**src/rtl/gpb_pkg.sv**
```systemverilog
package gpb_pkg;
   // pad word field positions
   localparam int RX_BIT     = 0;
   localparam int TX_BIT     = 1;
   localparam int SEL_LSB    = 28;
   localparam int SEL_W      = 4;
   // trigger word field positions
   localparam int TRIG_LSB   = 0;
   localparam int TRIG_W     = 3;
   localparam int INV_LSB    = 4;
   localparam int INV_W      = 4;
   localparam logic [INV_W-1:0] INV_RX_CODE = 4'h4;
   // address geometry
   localparam int GROUP_SHIFT = 10;
   localparam int PAD_SHIFT   = 3;
   localparam int CNT_W       = 4;

   typedef enum logic {
      WSEL_PAD  = 1'b0,
      WSEL_TRIG = 1'b1
   } word_sel_e;

   typedef struct packed {
      logic [SEL_W-1:0] sel;
      logic             tx;
   } pad_cfg_t;

   typedef struct packed {
      logic [INV_W-1:0]  inv;
      logic [TRIG_W-1:0] trig;
   } trig_cfg_t;
endpackage

```
**src/rtl/gpb_sync2.sv**
```systemverilog
module gpb_sync2 #(
   parameter int STAGES = 2
) (
   input  logic clk,
   input  logic rst_n,
   input  logic din,
   output logic dout
);
   if (STAGES < 2) begin : g_bad_stages
      $error("gpb_sync2: STAGES must be at least 2");
   end

   logic [STAGES-1:0] chain;

   always_ff @(posedge clk or negedge rst_n) begin
      if (!rst_n) chain <= '0;
      else        chain <= {chain[STAGES-2:0], din};
   end

   assign dout = chain[STAGES-1];

   // the output may only move to a value the input held STAGES edges earlier
   assert_sync_lag_R5: assert property (@(posedge clk) disable iff (!rst_n)
      !$stable(dout) |-> (dout == $past(din, STAGES)));
endmodule

```
**src/rtl/gpb_addr_decode.sv**
```systemverilog
module gpb_addr_decode
   import gpb_pkg::*;
#(
   parameter int ADDR_W     = 16,
   parameter int BASE       = 32'h4400,
   parameter int NUM_GROUPS = 4,
   parameter int MAX_PADS   = 15,
   parameter logic [NUM_GROUPS*CNT_W-1:0] PAD_COUNTS = 16'h8DCF,
   localparam int NSLOT  = NUM_GROUPS * MAX_PADS,
   localparam int SLOT_W = (NSLOT > 1) ? $clog2(NSLOT) : 1
) (
   input  logic [ADDR_W-1:0] addr,
   output logic              hit,
   output word_sel_e         word,
   output logic [SLOT_W-1:0] slot
);
   localparam int GRP_W = ADDR_W - GROUP_SHIFT;
   localparam int PAD_W = GROUP_SHIFT - PAD_SHIFT;

   if (MAX_PADS > 15 || MAX_PADS < 1) begin : g_bad_pads
      $error("gpb_addr_decode: MAX_PADS must be 1..15");
   end
   if ((BASE % (1 << GROUP_SHIFT)) != 0) begin : g_bad_base
      $error("gpb_addr_decode: BASE must be group aligned");
   end
   for (genvar g = 0; g < NUM_GROUPS; g++) begin : g_cnt_chk
      if (int'(PAD_COUNTS[g*CNT_W +: CNT_W]) > MAX_PADS) begin : g_bad_cnt
         $error("gpb_addr_decode: group pad count exceeds MAX_PADS");
      end
   end

   logic [ADDR_W-1:0] off;
   logic [GRP_W-1:0]  grp;
   logic [PAD_W-1:0]  pad;
   logic [CNT_W-1:0]  cnt;
   logic              unused_lo;

   assign off       = addr - ADDR_W'(BASE);
   assign grp       = off[ADDR_W-1:GROUP_SHIFT];
   assign pad       = off[GROUP_SHIFT-1:PAD_SHIFT];
   assign word      = word_sel_e'(off[2]);
   assign unused_lo = ^off[1:0];

   always_comb begin
      cnt = '0;
      for (int g = 0; g < NUM_GROUPS; g++) begin
         if (grp == GRP_W'(g)) cnt = PAD_COUNTS[g*CNT_W +: CNT_W];
      end
   end

   assign hit  = (addr[1:0] == 2'b00)
              && (addr >= ADDR_W'(BASE))
              && (grp < GRP_W'(NUM_GROUPS))
              && (pad < PAD_W'(cnt));
   assign slot = SLOT_W'(int'(grp) * MAX_PADS + int'(pad));
endmodule

```
**src/rtl/gpb_pad_slot.sv**
```systemverilog
module gpb_pad_slot
   import gpb_pkg::*;
#(
   parameter bit VALID       = 1'b1,
   parameter int SYNC_STAGES = 2
) (
   input  logic              clk,
   input  logic              rst_n,
   input  logic              we_pad,
   input  logic              we_trig,
   input  logic [31:0]       wdata,
   input  logic              pad_in,
   output logic [31:0]       rd_pad,
   output logic [31:0]       rd_trig,
   output logic              pad_out,
   output logic [SEL_W-1:0]  line_sel,
   output logic [TRIG_W-1:0] trig,
   output logic              rx_inv
);
   if (VALID) begin : g_live
      pad_cfg_t  pcfg;
      trig_cfg_t tcfg;
      logic      rx_sync;
      logic      unused_w;

      assign unused_w = ^{wdata[SEL_LSB-1:INV_LSB+INV_W], wdata[TRIG_W]};

      gpb_sync2 #(.STAGES(SYNC_STAGES)) u_sync (
         .clk  (clk),
         .rst_n(rst_n),
         .din  (pad_in),
         .dout (rx_sync)
      );

      always_ff @(posedge clk or negedge rst_n) begin
         if (!rst_n) begin
            pcfg <= '0;
            tcfg <= '0;
         end else begin
            if (we_pad) begin
               pcfg.sel <= wdata[SEL_LSB +: SEL_W];
               pcfg.tx  <= wdata[TX_BIT];
            end
            if (we_trig) begin
               tcfg.inv  <= wdata[INV_LSB +: INV_W];
               tcfg.trig <= wdata[TRIG_LSB +: TRIG_W];
            end
         end
      end

      always_comb begin
         rd_pad                     = '0;
         rd_pad[SEL_LSB +: SEL_W]   = pcfg.sel;
         rd_pad[TX_BIT]             = pcfg.tx;
         rd_pad[RX_BIT]             = rx_sync;
         rd_trig                    = '0;
         rd_trig[INV_LSB +: INV_W]  = tcfg.inv;
         rd_trig[TRIG_LSB +: TRIG_W] = tcfg.trig;
      end

      assign pad_out  = pcfg.tx;
      assign line_sel = pcfg.sel;
      assign trig     = tcfg.trig;
      assign rx_inv   = (tcfg.inv == INV_RX_CODE);

      // without a pad-word write, the driven level and routing hold
      assert_tx_hold_R2: assert property (@(posedge clk) disable iff (!rst_n)
         !we_pad |=> $stable({pad_out, line_sel}));
   end else begin : g_hole
      logic unused_hole;
      assign unused_hole = ^{clk, rst_n, we_pad, we_trig, wdata, pad_in};
      assign rd_pad   = '0;
      assign rd_trig  = '0;
      assign pad_out  = 1'b0;
      assign line_sel = '0;
      assign trig     = '0;
      assign rx_inv   = 1'b0;
   end
endmodule

```
**src/rtl/gpio_pad_bank.sv**
```systemverilog
module gpio_pad_bank
   import gpb_pkg::*;
#(
   parameter int ADDR_W      = 16,
   parameter int BASE        = 32'h4400,
   parameter int NUM_GROUPS  = 4,
   parameter int MAX_PADS    = 15,
   parameter logic [NUM_GROUPS*CNT_W-1:0] PAD_COUNTS = 16'h8DCF,
   parameter int SYNC_STAGES = 2,
   localparam int NSLOT = NUM_GROUPS * MAX_PADS
) (
   input  logic                clk,
   input  logic                rst_n,
   input  logic [ADDR_W-1:0]   bus_addr,
   input  logic                bus_wr_en,
   input  logic [31:0]         bus_wdata,
   output logic [31:0]         bus_rdata,
   input  logic [NSLOT-1:0]    pad_in,
   output logic [NSLOT-1:0]    pad_out,
   output logic [NSLOT*SEL_W-1:0]  irq_line_sel,
   output logic [NSLOT*TRIG_W-1:0] trig_type,
   output logic [NSLOT-1:0]    rx_invert
);
   localparam int SLOT_W = (NSLOT > 1) ? $clog2(NSLOT) : 1;

   if (ADDR_W <= GROUP_SHIFT) begin : g_bad_addr
      $error("gpio_pad_bank: ADDR_W too small for group stride");
   end

   logic              dec_hit;
   word_sel_e         dec_word;
   logic [SLOT_W-1:0] dec_slot;
   logic [NSLOT-1:0]  we_pad;
   logic [NSLOT-1:0]  we_trig;
   logic [31:0]       rd_pad_a  [NSLOT];
   logic [31:0]       rd_trig_a [NSLOT];

   gpb_addr_decode #(
      .ADDR_W    (ADDR_W),
      .BASE      (BASE),
      .NUM_GROUPS(NUM_GROUPS),
      .MAX_PADS  (MAX_PADS),
      .PAD_COUNTS(PAD_COUNTS)
   ) u_dec (
      .addr(bus_addr),
      .hit (dec_hit),
      .word(dec_word),
      .slot(dec_slot)
   );

   for (genvar g = 0; g < NUM_GROUPS; g++) begin : g_grp
      for (genvar i = 0; i < MAX_PADS; i++) begin : g_pad
         localparam int K   = g * MAX_PADS + i;
         localparam bit VAL = (i < int'(PAD_COUNTS[g*CNT_W +: CNT_W]));

         assign we_pad[K]  = bus_wr_en && dec_hit && (dec_word == WSEL_PAD)
                          && (dec_slot == SLOT_W'(K));
         assign we_trig[K] = bus_wr_en && dec_hit && (dec_word == WSEL_TRIG)
                          && (dec_slot == SLOT_W'(K));

         gpb_pad_slot #(
            .VALID      (VAL),
            .SYNC_STAGES(SYNC_STAGES)
         ) u_slot (
            .clk     (clk),
            .rst_n   (rst_n),
            .we_pad  (we_pad[K]),
            .we_trig (we_trig[K]),
            .wdata   (bus_wdata),
            .pad_in  (pad_in[K]),
            .rd_pad  (rd_pad_a[K]),
            .rd_trig (rd_trig_a[K]),
            .pad_out (pad_out[K]),
            .line_sel(irq_line_sel[K*SEL_W +: SEL_W]),
            .trig    (trig_type[K*TRIG_W +: TRIG_W]),
            .rx_inv  (rx_invert[K])
         );
      end
   end

   always_comb begin
      bus_rdata = '0;
      if (dec_hit) begin
         bus_rdata = (dec_word == WSEL_TRIG) ? rd_trig_a[dec_slot]
                                             : rd_pad_a[dec_slot];
      end
   end

   // a single write strobe reaches at most one configuration word
   assert_single_slot_R2: assert property (@(posedge clk) disable iff (!rst_n)
      $onehot0({we_pad, we_trig}));

   // an unmapped write leaves every exported field alone
   assert_unmapped_ignored_R7: assert property (@(posedge clk) disable iff (!rst_n)
      (bus_wr_en && !dec_hit) |=> $stable({pad_out, irq_line_sel, trig_type, rx_invert}));

   // a misaligned write leaves every exported field alone
   assert_misaligned_ignored_R8: assert property (@(posedge clk) disable iff (!rst_n)
      (bus_wr_en && (bus_addr[1:0] != 2'b00))
         |=> $stable({pad_out, irq_line_sel, trig_type, rx_invert}));
endmodule

```
**config.mk**
```make
export PLATFORM = sky130hd
export DESIGN_NAME = gpio_pad_bank
export DESIGN_NICKNAME = d
export VERILOG_FILES = /design/src/rtl/gpb_pkg.sv /design/src/rtl/gpb_sync2.sv /design/src/rtl/gpb_addr_decode.sv /design/src/rtl/gpb_pad_slot.sv /design/src/rtl/gpio_pad_bank.sv
export SDC_FILE = /design/constraint.sdc
export NUM_CORES = 1
export LEC_CHECK = 0
export ABC_AREA = 1
export BUFFER_PORTS_ARGS = -buffer_cell sky130_fd_sc_hd__buf_2
export CAP_MARGIN = 20
export CORE_ASPECT_RATIO = 0.9
export CORE_MARGIN = 2
export CORE_UTILIZATION = 40
export DETAILED_ROUTE_END_ITERATION = 6
export HOLD_SLACK_MARGIN = 0.1
export PLACE_DENSITY_LB_ADDON = 0.08
export SYNTH_ARGS = -nofsm -noshare
export SYNTH_HDL_FRONTEND = slang
export SYNTH_SLANG_ARGS = --single-unit
```
**constraint.sdc**
```tcl
create_clock -name clk -period 6 [get_ports clk]
set_input_delay 0.3 -clock clk [delete_from_list [all_inputs] [get_ports clk]]
set_output_delay 0.3 -clock clk [all_outputs]
set_load 0.05 [all_outputs]
```
* After elaboration in Yosys (flattened, before gate mapping)
Cells that the tools add are included.
Operators by class: $add $sub $neg 2, multiply operators 1, $lt $le $gt $ge 4, eq/ne operators 98, muxes and demuxes 12, bitwise logic cells 2, reduce and logical (&&, ||, !) cells 105
Operators by type and width (count):
- binary-select mux 32 bit (select 6 bit) | 2
- equality test 4 x 3 -> 1 bit (second input constant) | 48
- 2-to-1 mux 32 bit | 6
- equality test 6 bit (second input constant) | 19
- logical AND 1 bit | 102
- equality test 6 x 5 -> 1 bit (second input constant) | 13
- equality test 6 x 4 -> 1 bit (second input constant) | 8
- equality test 6 x 2 -> 1 bit (second input constant) | 4
- equality test 6 x 3 -> 1 bit (second input constant) | 4
- >= comparator 16 x 15 -> 1 bit (second input constant) | 1
- 2-to-1 mux 4 bit | 4
- subtractor 16 x 15 -> 16 bit (second input constant) | 1
- equality test 6 x 1 -> 1 bit (second input constant) | 2
- zero test 6 bit | 2
- >= comparator 7 bit (second input constant) | 1
- less-than comparator 7 x 4 -> 1 bit | 1
- NOT 6 -> 7 bit | 1
- adder 6 bit | 1
- less-than comparator 6 x 3 -> 1 bit (second input constant) | 1
- multiplier 6 x 4 -> 6 bit (second input constant) | 1
- zero test 2 bit | 1
- NOT 1 bit | 1
Storage, ports and cells: bits in registers 672, bits of input ports 111, output and inout bits 572, word-level logic and storage cells 464

* Depth between registers and ports, before layout
depth after elaboration 11, gate-level depth with buffers 27, mapped depth without buffers 25

* By module
A second synthesis with hierarchy kept.
Unflattened totals: cells, all modules 15995, area, all modules 93599.8 um2
By module, submodules not included:
- gpb_pad_slot (g_grp[0].g_pad[0].u_slot ...) | instances 48, cells an instance 114, area each 943.4 um2, seq. area each 300.3 um2
- gpio_pad_bank | instances 1, cells an instance 9439, area each 38524.4 um2, seq. area each 0.0 um2
- gpb_pad_slot (g_grp[1].g_pad[12].u_slot ...) | instances 12, cells an instance 74, area each 551.8 um2, seq. area each 0.0 um2
- gpb_sync2 | instances 48, cells an instance 2, area each 50.0 um2, seq. area each 50.0 um2
- gpb_addr_decode | instances 1, cells an instance 100, area each 768.2 um2, seq. area each 0.0 um2

* Least setup slack after synthesis
Ideal clock, no wire load.
path kind input to output, start point input bus_addr[10], end point output bus_rdata[7], data arrival time 5.039 ns, data required time 5.700 ns, slack 0.661 ns, stages on the path 21, buffers on the path 2, cell sequence inv_1 -> ha_1 -> xnor2_1 -> inv_1 -> ha_1 -> fa_1 -> inv_1 -> fa_1 -> inv_1 -> ha_1 -> inv_1 -> nand2_1 -> nand2_1 -> inv_1 -> nor2_1 -> clkbuf_1 -> clkbuf_1 -> nand3_1 -> o221ai_1 -> a21oi_1 -> nor3b_1
Between the ends: cells in the longest elaborated chain, start to end 9, elaborated cells between the ends (all ways) 26, classes of those cells add/sub: 2; mul: 1; order compare: 3; eq/ne: 3; mux: 12; bitwise: 1; reduce/logical: 4
RTL lines:
- start, declared | RTL line gpio_pad_bank.sv:14 | input logic [ADDR_W-1:0] bus_addr,
- subtractor 16 x 15 -> 16 bit | RTL line gpb_addr_decode.sv:38 | assign off = addr - ADDR_W'(BASE);
- multiplier 6 x 4 -> 6 bit / zero test 6 bit (equally long branches) | RTL line gpb_addr_decode.sv:55, gpb_addr_decode.sv:47
- adder 6 bit / 2-to-1 mux 4 bit (equally long branches) | RTL line gpb_addr_decode.sv:55, gpb_addr_decode.sv:47
- NOT 6 -> 7 bit (implied by the code) / 2-to-1 mux 4 bit (equally long branches) | RTL line gpio_pad_bank.sv:84, gpio_pad_bank.sv:85, gpb_addr_decode.sv:47
- binary-select mux 32 bit (select 6 bit), or another cell as far along | RTL line gpio_pad_bank.sv:85 | : rd_pad_a[dec_slot];
- 2-to-1 mux 32 bit (implied by the code), or another cell as far along (2 in a row) | RTL line gpio_pad_bank.sv:85
- 2-to-1 mux 32 bit / logical AND 1 bit (equally long branches) | RTL line gpio_pad_bank.sv:84, gpb_addr_decode.sv:54
- 2-to-1 mux 32 bit (*) | RTL line gpio_pad_bank.sv:83 | if (dec_hit) begin
- end, declared | RTL line gpio_pad_bank.sv:17 | output logic [31:0] bus_rdata,
Mark *: on every way between the ends. The rest lies on a longest branch, timed or not. The select of a mux whose other input is x is not followed.

* Worst setup path after layout
start point input bus_addr[11], end point output bus_rdata[0]
The elaborated chain is that of the path after synthesis.

==> summary.txt <==
Power
  • Leakage: 19.68 nW
  • Total power: 12.64 mW
  • IR drop worst, VDD: 0.2259 mV
  • Power Density: 291.9 nW/um2

Route
  • Post-route DRC: 0
  • Post-route ant nets: 0
  • Vias/cell: 5.543
  • Routed len/inst: 26.29 um
  • Iter 0 DRT Violations: 3713
  • DR pass1 iterations: 6
  • Vias: 34280
  • Drt total wl: 162600 um

Timing
  • Worst slew pin tran: 1226 ps
  • Final Hold Fails: 0
  • RSZ-0062 raised after global routing: false
  • PnR worst setup slack: 243.1 ps
  • Relative max-transition margin: 17.51%
  • Post-route clock skew: 7.762 ps
  • Setup-failing EPs final: 0
  • Final critical-path required period: 5757 ps
  • Tcrit/Tclk final: 95.95%
  • Setup TNS Final: 0 ps
  • Achievable clock frequency: 173.7 MHz
  • WHS: 246.8 ps
  • Max-slew violations: 0

Clocking
  • Cts hold-fix bufs: 50
  • Clock slew at reported path FFs: 60 ps
  • CTS tree: yes
  • Resized cells post-CTS: 0
  • # Post-CTS Setup Buffers: 0
  • Sinks on Clock Net: 672
  • Clock Latency Late Sink: 650 ps
  • Clock Path Buffers: 3
  • Root Buffer: clkbuf_16
  • H-tree Lvls: 3
  • CTS Buf Count: 81

Die
  • Row count: 108
  • IO Pins: 683
  • Total Die Area: 99160 um2
  • Core area: 96080 um2
  • Starting Density: 40.24%
  • Die Wd: 331.7 um
  • DIE HEIGHT: 298.9 um

Final layout
  • # fillers: 9634
  • Layout cells sized above 1: 17.15%
  • Most frequent cells in the layout: nand2_1, dfrtp_1, inv_1
  • Number of nets in the layout: 4992
  • Finished Layout Cells: 6185
  • # diodes: 0
  • Synth-to-layout area growth: 12.04%
  • Most common cell after layout, fill and taps aside: nand2_1

GRT
  • Vias in the first global route: 32290
  • First-pass GRT wire length: 234400 um
  • Gr ovfl total: 0
  • Largest net degree at the start of global routing: 164
  • GRT Total Usage: 31.92%
  • Initial antenna violation count: 6

Setup path
  • Critical Path RT: 5700 ps
  • Critical-path maximum fanout: 14
  • Crit start category: input pin
  • WS Path Type: input pin to output pin
  • Arrival @ worst endpoint: 5460 ps
  • CP Capture Type: output pin

Placement
  • HPWL after DPL: 109000 um
  • I/O Buffers: 520
  • Dpl ws: 102.1 ps
  • Placed insts: 5989
  • Gpl congestion: 0.9248

Logic synthesis
  • Main synth FF type: dfrtp_1
  • Ys Warns: 0
  • FF+latch count, synth: 672
  • FFs w/ async S/R, synth: 100.0%
  • Gate Count Post-Synth: 4710
  • Seq/Total Area, Yosys: 43.50%
  • Mapped Area: 38660 um2
  • Number of enable flip-flop cells after synthesis: 0
  • Syn avg cell area: 8.208 um2
  • Distinct cells, synth: 42

Min path
  • Worst Hold Class: input pin to flip-flop

Status
  • Outcome: complete, no violations

Run
  • Max Cap Violations: 0
## logic make-up (layout without fill, tap and decap cells)
| family | count (synthesis) | count (layout) | synth area share (%) |
|---|---|---|---|
| DFF | 672 | 672 | 43.50 |
| xor gates and xnor gates | 6 | 6 | 0.1845 |
| and+or+nand+nor | 1488 | 1488 | 17.76 |
| AOI/OAI and AO/OA | 1086 | 1086 | 18.96 |
| muxes | 1 | 1 | 0.02589 |
| buffers and inverters | 1432 | 1514 | 18.65 |
| adders and majority gates | 24 | 24 | 0.9127 |
| other | 1 | 129 | 0.009700 |
## Yosys cell counts, types with 3 or more instances
| cell type | number | share of area (%) |
|---|---|---|
| a21oi_1 | 30 | 0.39 |
| a22oi_1 | 10 | 0.19 |
| buf_1 | 39 | 0.38 |
| buf_2 | 158 | 2.0 |
| buf_4 | 422 | 8.2 |
| buf_6 | 7 | 0.20 |
| clkbuf_1 | 130 | 1.3 |
| dfrtp_1 | 672 | 43 |
| fa_1 | 7 | 0.36 |
| ha_1 | 17 | 0.55 |
| inv_1 | 637 | 6.2 |
| inv_2 | 37 | 0.36 |
| nand2_1 | 702 | 6.8 |
| nand2_2 | 3 | 0.049 |
| nand3_1 | 627 | 8.1 |
| nand3_2 | 4 | 0.10 |
| nand3b_1 | 4 | 0.078 |
| nand4_1 | 34 | 0.55 |
| nand4_4 | 10 | 0.55 |
| nor2_1 | 39 | 0.38 |
| nor2_2 | 4 | 0.065 |
| nor4_1 | 51 | 0.83 |
| o2111ai_1 | 10 | 0.23 |
| o211ai_1 | 7 | 0.14 |
| o21ai_0 | 202 | 2.6 |
| o21bai_1 | 576 | 11 |
| o221ai_1 | 22 | 0.50 |
| o22ai_1 | 228 | 3.7 |
| xor2_1 | 3 | 0.068 |
## cell type report
class                      count  area, um2  share of cell area [%]
clock buffer                 126       2480                   5.726
clock inverter                20      177.7                  0.4102
inverter                     676       2540                   5.864
multi-input combinational   2734      15190                   35.08
sequential                   672      16820                   38.82
tap                         1265       1583                   3.654
timing repair buffer         692       4523                   10.44
## worst max-delay path, stage by stage
cell     delay (ps)
buf_2           160
inv_1            90
ha_1            240
xnor2_1         240
inv_1            80
ha_1            340
fa_1            500
inv_1            50
fa_1            470
inv_1            40
ha_1            280
inv_1            50
nand2_1          60
nand2_1         120
nor2_2          540
buf_4           310
buf_4           220
o21ai_0         350
nand4_1         220
nand2_1          70
nand2_1          60
nand2_1          50
nand3_1          70
nand2_1         260
buf_12          260
## worst paths after layout
kind	cells past startpoint	end	slack, ps	start
max in group asynchronous	3	g_grp[0].g_pad[7].u_slot.g_live.u_sync.chain[1]$_DFF_PN0_	4240	rst_n
max reg2reg	3	g_grp[3].g_pad[7].u_slot.trig[0]$_DFFE_PN0P_	5100	g_grp[3].g_pad[7].u_slot.trig[0]$_DFFE_PN0P_
min in group asynchronous	2	g_grp[1].g_pad[8].u_slot.line_sel[1]$_DFFE_PN0P_	290	rst_n
min	5	g_grp[1].g_pad[5].u_slot.rd_trig[4]$_DFFE_PN0P_	250	bus_wr_en
min reg2reg	0	g_grp[2].g_pad[2].u_slot.g_live.u_sync.chain[1]$_DFF_PN0_	340	g_grp[2].g_pad[2].u_slot.g_live.u_sync.chain[0]$_DFF_PN0_
max	25	bus_rdata[0]	240	bus_addr[11]
## per-stage QoR
step	cell area, um2	util [%]
after global routing	43310	45.08
after floorplan	39140	-
after global placement	40150	41.79
after detailed placement	40150	41.79
final	43310	45.08
after CTS	43310	45.08
## sequential cells by signal, indices dropped and copies added, names as in the netlist
| name | count |
|---|---|
| g_grp.g_pad.u_slot.g_live.u_sync.chain | 96 |
| g_grp.g_pad.u_slot.line_sel | 192 |
| g_grp.g_pad.u_slot.pad_out | 48 |
| g_grp.g_pad.u_slot.rd_trig | 192 |
| g_grp.g_pad.u_slot.trig | 144 |
## where the power goes
part           switching (mW)  internal [mW]
combinational            2.42          0.645
clock                    2.11           2.89
sequential             0.0124           4.57
## routing by layer
metal / routed length, um / global-route usage [%] / vias up
li1: - / - / 15290
met1: 70150 / 45.77 / 17110
met2: 72570 / 48.32 / 1636
met3: 14480 / 6.236 / 245
met4: 5419 / 10.47 / 2
met5: 13 / 0 / -
(Power assumes the default switching activity.)
